===== src/rtl/prio_irq_pkg.sv =====
package prio_irq_pkg;
  localparam int NSRC = 5;
  localparam int IDW  = 3;

  function automatic logic [7:0] vec_of(input logic [IDW-1:0] id);
    return {2'b00, id, 3'b000} + 8'h03;
  endfunction
endpackage


===== src/rtl/irq_sampler.sv =====
module irq_sampler #(
  parameter int MC_CLKS   = 12,
  parameter int SAMPLE_PH = 8
) (
  input  logic       clk,
  input  logic       rst_n,
  input  logic [1:0] pin_n,
  input  logic [1:0] trig_edge,
  input  logic [1:0] clr,
  output logic       tick,
  output logic [1:0] flag
);
  localparam int PW = $clog2(MC_CLKS);
  localparam logic [PW-1:0] LAST = PW'(MC_CLKS - 1);
  localparam logic [PW-1:0] SPH  = PW'(SAMPLE_PH);

  logic [PW-1:0] phase;

  always_ff @(posedge clk) begin
    if (!rst_n) phase <= '0;
    else        phase <= (phase == LAST) ? '0 : phase + 1'b1;
  end

  assign tick = (phase == SPH);

  for (genvar p = 0; p < 2; p++) begin : g_pin
    logic prev_q;
    always_ff @(posedge clk) begin
      if (!rst_n) begin
        prev_q  <= 1'b1;
        flag[p] <= 1'b0;
      end else if (tick) begin
        prev_q <= pin_n[p];
        if (!trig_edge[p])              flag[p] <= !pin_n[p];
        else if (prev_q && !pin_n[p])   flag[p] <= 1'b1;
        else if (clr[p])                flag[p] <= 1'b0;
      end else if (clr[p]) begin
        flag[p] <= 1'b0;
      end
    end

    a_r4_flag_quiet: assert property (@(posedge clk) disable iff (!rst_n)
      (!tick && !clr[p]) |=> $stable(flag[p]));
    a_r5_edge_clear: assert property (@(posedge clk) disable iff (!rst_n)
      (!tick && clr[p]) |=> !flag[p]);
  end
endmodule


===== src/rtl/irq_arbiter.sv =====
module irq_arbiter
  import prio_irq_pkg::*;
(
  input  logic [NSRC-1:0] req,
  input  logic [NSRC-1:0] prio,
  output logic            any,
  output logic            lvl,
  output logic [IDW-1:0]  id
);
  logic [NSRC-1:0] hi, lo, pick;

  always_comb begin
    hi   = req & prio;
    lo   = req & ~prio;
    any  = |req;
    lvl  = |hi;
    pick = lvl ? hi : lo;
    id   = '0;
    for (int i = NSRC - 1; i >= 0; i--)
      if (pick[i]) id = IDW'(i);
  end
endmodule


===== src/rtl/irq_level_track.sv =====
module irq_level_track (
  input  logic       clk,
  input  logic       rst_n,
  input  logic       take,
  input  logic       take_lvl,
  input  logic       reti,
  output logic [1:0] ins
);
  logic [1:0] ins_nx;

  always_comb begin
    ins_nx = ins;
    if (reti) begin
      if (ins[1]) ins_nx[1] = 1'b0;
      else        ins_nx[0] = 1'b0;
    end
    if (take) ins_nx[take_lvl] = 1'b1;
  end

  always_ff @(posedge clk) begin
    if (!rst_n) ins <= 2'b00;
    else        ins <= ins_nx;
  end

  a_r7_reti_pops: assert property (@(posedge clk) disable iff (!rst_n)
    (reti && !take && (ins != 2'b00)) |=> ($countones(ins) == $countones($past(ins)) - 1));
endmodule


===== src/rtl/prio_irq_ctrl.sv =====
module prio_irq_ctrl
  import prio_irq_pkg::*;
#(
  parameter int MC_CLKS   = 12,
  parameter int SAMPLE_PH = 8
) (
  input  logic       clk,
  input  logic       rst_n,
  input  logic [1:0] ext_req_n,
  input  logic [1:0] tmr_ovf,
  input  logic       ser_irq,
  input  logic       reg_we,
  input  logic [1:0] reg_addr,
  input  logic [7:0] reg_wdata,
  output logic [7:0] reg_rdata,
  input  logic       instr_boundary,
  input  logic       reti_strobe,
  output logic       vec_valid,
  input  logic       vec_ready,
  output logic [7:0] vec_addr,
  output logic [1:0] in_service
);
  logic            en_glob;
  logic [NSRC-1:0] en_src, prio;
  logic [1:0]      trig;
  logic [2:0]      int_smp;
  logic [1:0]      ext_flag, clr_ext;
  logic            tick, defer_q, vec_lvl;
  logic [IDW-1:0]  vec_id;
  logic [NSRC-1:0] req_m;
  logic            win_any, win_lvl;
  logic [IDW-1:0]  win_id;
  logic            mask_wr, defer_now, allowed, issue, take;

  // register file
  always_ff @(posedge clk) begin
    if (!rst_n) begin
      en_glob <= 1'b0;
      en_src  <= '0;
      prio    <= '0;
      trig    <= '0;
    end else if (reg_we) begin
      case (reg_addr)
        2'd0: begin en_glob <= reg_wdata[7]; en_src <= reg_wdata[NSRC-1:0]; end
        2'd1: prio <= reg_wdata[NSRC-1:0];
        2'd2: trig <= {reg_wdata[2], reg_wdata[0]};
        default: ;
      endcase
    end
  end

  always_comb begin
    case (reg_addr)
      2'd0:    reg_rdata = {en_glob, 2'b00, en_src};
      2'd1:    reg_rdata = {3'b000, prio};
      2'd2:    reg_rdata = {4'b0000, ext_flag[1], trig[1], ext_flag[0], trig[0]};
      default: reg_rdata = 8'h00;
    endcase
  end

  irq_sampler #(.MC_CLKS(MC_CLKS), .SAMPLE_PH(SAMPLE_PH)) u_smp (
    .clk(clk), .rst_n(rst_n), .pin_n(ext_req_n), .trig_edge(trig),
    .clr(clr_ext), .tick(tick), .flag(ext_flag)
  );

  // internal sources are sampled on the same phase as the pins
  always_ff @(posedge clk) begin
    if (!rst_n)    int_smp <= '0;
    else if (tick) int_smp <= {ser_irq, tmr_ovf[1], tmr_ovf[0]};
  end

  assign req_m = {int_smp[2], int_smp[1], ext_flag[1], int_smp[0], ext_flag[0]}
               & en_src & {NSRC{en_glob}};

  irq_arbiter u_arb (
    .req(req_m), .prio(prio), .any(win_any), .lvl(win_lvl), .id(win_id)
  );

  // deferral: return or mask/level write since the last boundary
  assign mask_wr   = reg_we && (reg_addr == 2'd0 || reg_addr == 2'd1);
  assign defer_now = defer_q || reti_strobe || mask_wr;

  always_ff @(posedge clk) begin
    if (!rst_n)                        defer_q <= 1'b0;
    else if (instr_boundary)           defer_q <= 1'b0;
    else if (reti_strobe || mask_wr)   defer_q <= 1'b1;
  end

  assign allowed = win_lvl ? !in_service[1] : (in_service == 2'b00);
  assign issue   = instr_boundary && !defer_now && !vec_valid && win_any && allowed;
  assign take    = vec_valid && vec_ready;

  always_ff @(posedge clk) begin
    if (!rst_n) begin
      vec_valid <= 1'b0;
      vec_addr  <= 8'h00;
      vec_id    <= '0;
      vec_lvl   <= 1'b0;
    end else if (issue) begin
      vec_valid <= 1'b1;
      vec_addr  <= vec_of(win_id);
      vec_id    <= win_id;
      vec_lvl   <= win_lvl;
    end else if (take) begin
      vec_valid <= 1'b0;
    end
  end

  assign clr_ext = take ? ({vec_id == IDW'(2), vec_id == IDW'(0)} & trig) : 2'b00;

  irq_level_track u_lvl (
    .clk(clk), .rst_n(rst_n), .take(take), .take_lvl(vec_lvl),
    .reti(reti_strobe), .ins(in_service)
  );

  a_r2_win_requested: assert property (@(posedge clk) disable iff (!rst_n)
    win_any |-> req_m[win_id]);
  a_r2_high_first: assert property (@(posedge clk) disable iff (!rst_n)
    (win_any && !win_lvl) |-> ((req_m & prio) == '0));
  a_r9_hold_until_taken: assert property (@(posedge clk) disable iff (!rst_n)
    (vec_valid && !vec_ready) |=> (vec_valid && $stable(vec_addr)));
  a_r9_only_after_boundary: assert property (@(posedge clk) disable iff (!rst_n)
    $rose(vec_valid) |-> $past(instr_boundary));
  a_r7_no_same_level: assert property (@(posedge clk) disable iff (!rst_n)
    take |-> (!in_service[1] && (vec_lvl || !in_service[0])));
  a_r8_deferred_boundary: assert property (@(posedge clk) disable iff (!rst_n)
    (instr_boundary && defer_now && !vec_valid) |=> !vec_valid);
endmodule


===== config.mk =====
export PLATFORM = sky130hd
export DESIGN_NAME = prio_irq_ctrl
export DESIGN_NICKNAME = d
export VERILOG_FILES = /design/src/rtl/prio_irq_pkg.sv /design/src/rtl/irq_sampler.sv /design/src/rtl/irq_arbiter.sv /design/src/rtl/irq_level_track.sv /design/src/rtl/prio_irq_ctrl.sv
export SDC_FILE = /design/constraint.sdc
export NUM_CORES = 1
export LEC_CHECK = 0
export BUFFER_PORTS_ARGS = -buffer_cell sky130_fd_sc_hd__buf_2
export CORE_MARGIN = 5
export CORE_UTILIZATION = 57
export DETAILED_ROUTE_END_ITERATION = 10
export HOLD_SLACK_MARGIN = 0.03
export PLACE_DENSITY = 0.83
export REMOVE_ABC_BUFFERS = 1
export SYNTH_ARGS = -nofsm -noshare
export SYNTH_HDL_FRONTEND = slang
export SYNTH_SLANG_ARGS = --single-unit

===== constraint.sdc =====
create_clock -name clk -period 4.2 [get_ports clk]
set_input_delay 0.63 -clock clk [delete_from_list [all_inputs] [get_ports clk]]
set_output_delay 0.63 -clock clk [all_outputs]
set_load 0.03 [all_outputs]

==> metrics.yaml, run 1 <==
path_common_cell: "buf_2"
finClkSkew_ns: 0.002892
hold_depth: 2
syn_area_um2: 1687
port_buffers: 32
die_y_um: 64.40
htree_levels: 2
cpMaxStageDelayCell: "nor2b_1"
cts_root_buf: "clkbuf_4"
cts_inserted_buffers: 5
synth_top_area_share_pct: 39.17
required_ns: 3.57
dieArea_um2: 4147
post-route-min-period_ns: 2.285
period_share_pct: 54.40
critPathTopFamily: "simple AND/OR/NAND/NOR gates"
synth_cells: 193
syn_area_per_cell_um2: 8.739
start_util_pct: 60.12
grt_usage_pct: 19.09
hold_ws_ns: 0.4674
synth.distinct_cells: 47
cp.arrival_ns: 1.65
r2r_cells: 5
cts_tree: "yes"
regToRegEndpoint: "vec_id[2]"
seq_area_frac_synth_pct: 39.17
synth_seq_cells: 33
filler_cell_count: 258
netlist.top_cell.by_area: "dfxtp_1"
die_x_um: 64.40
antenna_found_initial: 0
grt_max_degree: 25
fmax_mhz: 437.6
grt_pass1_wl_um: 6237
finalHoldViolations: 0
path_cells: "buf_2 -> nor2b_1 -> nand2_1 -> o21ai_0 -> buf_2"
clk_pin_slew_worst_paths_ns: 0.09
max-vdd-ir-drop_mv: 0.2288
maxCapViolCount: 0
drt_wl_total_um: 3582
setup.worst_path.class: "input port to primary output"
slowest_delay_ns: 0.40
slew_headroom_pct: 51.98
cts-resized-gates: 0
ys.flop_type: "dfxtp_1"
final_max_slew_viol_count: 0
wire_per_inst_um: 14.21
clk_path_buf_depth: 2
dr.pass1.iters: 4
rrSetupSlack_ns: 2.40
tightest_slew_ns: 0.7195
end_kind: "primary output"
gp_congestion: 0.9533
num_antenna_cells: 0
synthArstFlopShare_pct: 0
path_max_fanout: 14
grt_setup_unrepaired: "false"
ant_nets: 0
clk_latency_ns: 0.33
coreArea_um2: 2805
hp-start: "instr_boundary"
rows: 19
total_power_uw: 563.1
worstHoldPathType: "input port to register"
synth_warnings: 0
io_pins: 40
drt_iter0_markers: 69
drc: 0
grt_pass1_vias: 1427
syn_to_final_growth_pct: 10.46
yosys-top-cells-count: "dfxtp_1 (33), nor2_1 (18), nand2_1 (17)"
synthTopCellsByArea: "dfxtp_1 (39%), mux2i_1 (9.5%), nor2_1 (4.0%)"
start_kind: "input port"
setup_ws_ns: 1.915
min_to: "defer_q"
pwr_density_cell_nw_per_um2: 302.2
r2r-start: "en_glob"
synth.most_common_cell: "dfxtp_1"
finalSetupViolations: 0
gr-total-overflow: 0
synth-edff-count: 0
viasPerCell: 5.778
status: "complete, no violations"
final_nets: 244
hpwl_um: 2701
cp.depth: 5
hold_buffers: 0
pre_cts_ws_ns: 1.914
setup-tns-final_ns: 0
power.leakage_nw: 0.7970
place_inst: 245
path_buf_inv: 2
clock-sinks: 33
cts_setup_buffers: 0
drive_gt1_share_pct: 20.81
vias: 1456
final_cell_count_no_fill: 252
-- placed cells by master, fill, tap and decap left out, types with 3 or more instances in the layout --
cell type | synthesis | layout
nand3_1 | 12 | 12
a21oi_1 | 13 | 13
clkbuf_4 | 0 | 5
nor3_1 | 3 | 3
nor2b_1 | 5 | 5
nor2_1 | 18 | 18
dfxtp_1 | 33 | 33
conb_1 | 1 | 5
buf_2 | 2 | 32
nand2_1 | 17 | 17
mux2i_1 | 16 | 16
inv_1 | 4 | 4
nand4_1 | 5 | 5
o21ai_0 | 9 | 9
nor3b_1 | 4 | 4
-- cell type report --
cell class                      instances  area (um2)  share of cell area (%)
Tap cell                               31       38.79                   2.082
Timing Repair Buffer                   32       160.2                   8.596
Clock buffer                            7       55.05                   2.955
Multi-Input combinational cell        145       933.4                   50.10
Sequential cell                        33       660.6                   35.46
Inverter                                4       15.01                  0.8059
-- sequential cells by signal, indices dropped and copies added, names as in the netlist, 3 cells and up --
signal       flops
en_src           5
int_smp          3
prio             5
u_smp.phase      4
vec_id           3
-- metrics by stage --
| step | instance area, um2 | utilization, % |
|---|---|---|
| 3_5_place_dp | 1808 | 64.45 |
| 5_1_grt | 1863 | 66.41 |
| 2_1_floorplan | 1609 | - |
| 6_report | 1863 | 66.41 |
| 4_1_cts | 1863 | 66.41 |
| 3_3_place_gp | 1808 | 64.45 |
-- layer usage --
metal	routed length [um]	GRT usage [%]
met1	1658	23.98
met2	1703	30.54
met3	198	4.378
met4	21	9.763
met5	0	0
-- cells by family after synthesis --
family	share of synthesized area, %
flip-flops	39.17
XOR/XNOR	0.5194
AO/OA/AOI/OAI	16.69
other	0.2223
multiplexers	9.495
adder cells (fa/ha/maj)	1.483
buffers and inverters	6.379
AND/OR/NAND/NOR	26.04
-- worst max-delay path by stage --
stage                            from      endpoint  slack (ns)
after floorplan           reg_addr[0]  reg_rdata[0]        2.16
final                     reg_addr[0]  reg_rdata[1]        1.92
after detailed placement  reg_addr[0]  reg_rdata[0]        1.91
after global placement    reg_addr[0]  reg_rdata[0]        1.93
after global routing      reg_addr[0]  reg_rdata[1]        1.79
after CTS                 reg_addr[0]  reg_rdata[0]        1.92
-- where the power goes --
part	switching, mW	leakage, nW	internal (mW)
Sequential	0.00877	0.268	0.320
Combinational	0.0352	0.498	0.0213
Clock	0.0986	0.0314	0.0789
Total	0.143	0.797	0.421
Power figures use the tool's default switching activity.
==> run 2: changes to the inputs <==
Settings changed: ABC_AREA from default to 1, CORE_UTILIZATION 57 to 47, PLACE_DENSITY 0.83 to 0.74.
Clock period 4.2 ns to 2 ns, I/O delays scaled along.
==> metrics.yaml, run 2 <==
max-vdd-ir-drop_mv: 0.5843
syn_to_final_growth_pct: 16.32
hp-start: "instr_boundary"
grt_setup_unrepaired: "false"
antenna_found_initial: 0
yosys-top-cells-count: "nand2_1 (39), dfxtp_1 (33), inv_1 (26)"
cp.arrival_ns: 1.34
slew_headroom_pct: 63.57
grt_usage_pct: 16.47
finalHoldViolations: 0
clk_latency_ns: 0.34
fmax_mhz: 610.8
required_ns: 1.70
finalSetupViolations: 0
cts_setup_buffers: 0
cts-resized-gates: 0
r2r_cells: 8
rows: 21
clk_pin_slew_worst_paths_ns: 0.11
multiInputGateArea_um2: 810.8
wire_per_inst_um: 11.58
synth-edff-count: 0
grt_max_degree: 17
r2r-start: "en_glob"
syn_area_per_cell_um2: 7.388
viasPerCell: 4.957
place_inst: 294
syn_area_um2: 1625
ys.flop_type: "dfxtp_1"
path_max_fanout: 10
pwr_density_cell_nw_per_um2: 708.6
coreArea_um2: 3337
cts_inserted_buffers: 5
rrSetupSlack_ns: 0.39
start_kind: "register"
final_common_cell: "nand2_1"
mostFrequentLayoutCells: "nand2_1 (39), dfxtp_1 (33), buf_2 (32)"
drc: 0
final_nets: 278
hold_depth: 2
drive_gt1_share_pct: 23.05
synthTopCellsByArea: "dfxtp_1 (41%), nand2_1 (9.0%), a21oi_1 (7.1%)"
synth.distinct_cells: 30
reg_top3: "en_src: 5 flops, prio: 5 flops, u_smp.phase: 4 flops"
setup.worst_path.class: "register to primary output"
grt_pass1_wl_um: 5789
port_buffers: 32
drt_iter0_markers: 28
start_util_pct: 48.71
min_to: "defer_q"
post-route-min-period_ns: 1.637
synth_warnings: 0
hold_ws_ns: 0.1296
cts_tree: "yes"
final_cell_count_no_fill: 302
total_power_mw: 1.340
synthArstFlopShare_pct: 0
drt_wl_total_um: 3498
final_max_slew_viol_count: 0
setup-tns-final_ns: 0
dr.pass1.iters: 4
regToRegEndpoint: "vec_id[1]"
end_kind: "primary output"
synth_top_area_share_pct: 40.65
seq_area_frac_synth_pct: 40.65
maxCapViolCount: 0
die_y_um: 68.81
ant_nets: 0
num_antenna_cells: 0
synth_cells: 220
netlist.top_cell.by_area: "dfxtp_1"
hpwl_um: 2739
grt_pass1_vias: 1411
status: "complete, no violations"
cts_root_buf: "clkbuf_4"
filler_cell_count: 351
worstHoldPathType: "input port to register"
dieArea_um2: 4734
clock-sinks: 33
startpoint: "en_glob"
io_pins: 40
gr-total-overflow: 0
synth_seq_cells: 33
power.leakage_nw: 0.8507
vias: 1497
clk_path_buf_depth: 2
period_share_pct: 81.86
synth.most_common_cell: "nand2_1"
htree_levels: 2
die_x_um: 68.81
gp_congestion: 0.8657
tightest_slew_ns: 0.5458
finClkSkew_ns: 0.01019
hold_buffers: 0
regArea_um2: 660.6
-- run 2: cell count changes after synthesis, sizes merged, moves of 6 or more --
cell / previous run / this run
nand2: 17 / 42
inv: 4 / 27
mux2i: 16 / 0
a21oi: 13 / 25
nand3: 13 / 22
o21ai: 9 / 16
nor2b: 6 / 0
-- run 2: worst max path at each step --
stage	slack, ns	endpoint
global route	0.24	vec_id[1]
global placement	0.45	en_src[4]
CTS	0.36	reg_rdata[7]
floorplan	0.51	reg_rdata[0]
detailed placement	0.41	en_src[4]
finish	0.36	reg_rdata[7]
-- run 2: cell type report --
cell class,count,area share [%]
tap,46,3.044
inverter,28,5.559
multi-input combinational,154,42.89
sequential,33,34.94
timing repair buffer,33,8.868
clock buffer,6,2.713
clock inverter,2,1.985
-- run 2: worst max-delay path: stages, from the launching register on --
cell,delay [ns]
dfxtp_1,0.57
inv_1,0.11
nor2_1,0.11
buf_2,0.20
-- run 2: cell families (layout without fill, tap and decap cells) --
logic type,after synthesis,count (layout),share of synthesized area (%)
simple gates,96,96,29.25
compound gates,50,50,17.40
buf+inv,37,69,10.39
flops,33,33,40.65
fa+ha+maj,2,2,1.539
other cells,1,5,0.2307
xor+xnor,1,1,0.5390
-- run 2: metal layers --
metal | share of wire (%) | vias to the layer above | global-route usage (%)
li1 | - | 788 | -
met1 | 46 | 668 | 19.62
met2 | 47 | 35 | 27.53
met3 | 6.6 | 6 | 4.214
met4 | 1.3 | 0 | 7.786
met5 | 0 | - | 0
-- run 2: power by group --
group,internal (mW),total [mW],switching [mW]
clock network,0.297,0.528,0.231
registers,0.676,0.695,0.0182
logic,0.0377,0.117,0.0790
total,1.01,1.34,0.329
-- run 2: metrics by stage --
| step | utilization, % | cell area [um2] | worst slack, ns |
|---|---|---|---|
| CTS | 56.66 | 1891 | 0.3551 |
| finish | 56.66 | 1891 | 0.3628 |
| global placement | 53.99 | 1802 | 0.4499 |
| floorplan | - | 1577 | 0.5051 |
| global route | 56.66 | 1891 | 0.2396 |
| detailed placement | 53.99 | 1802 | 0.4123 |
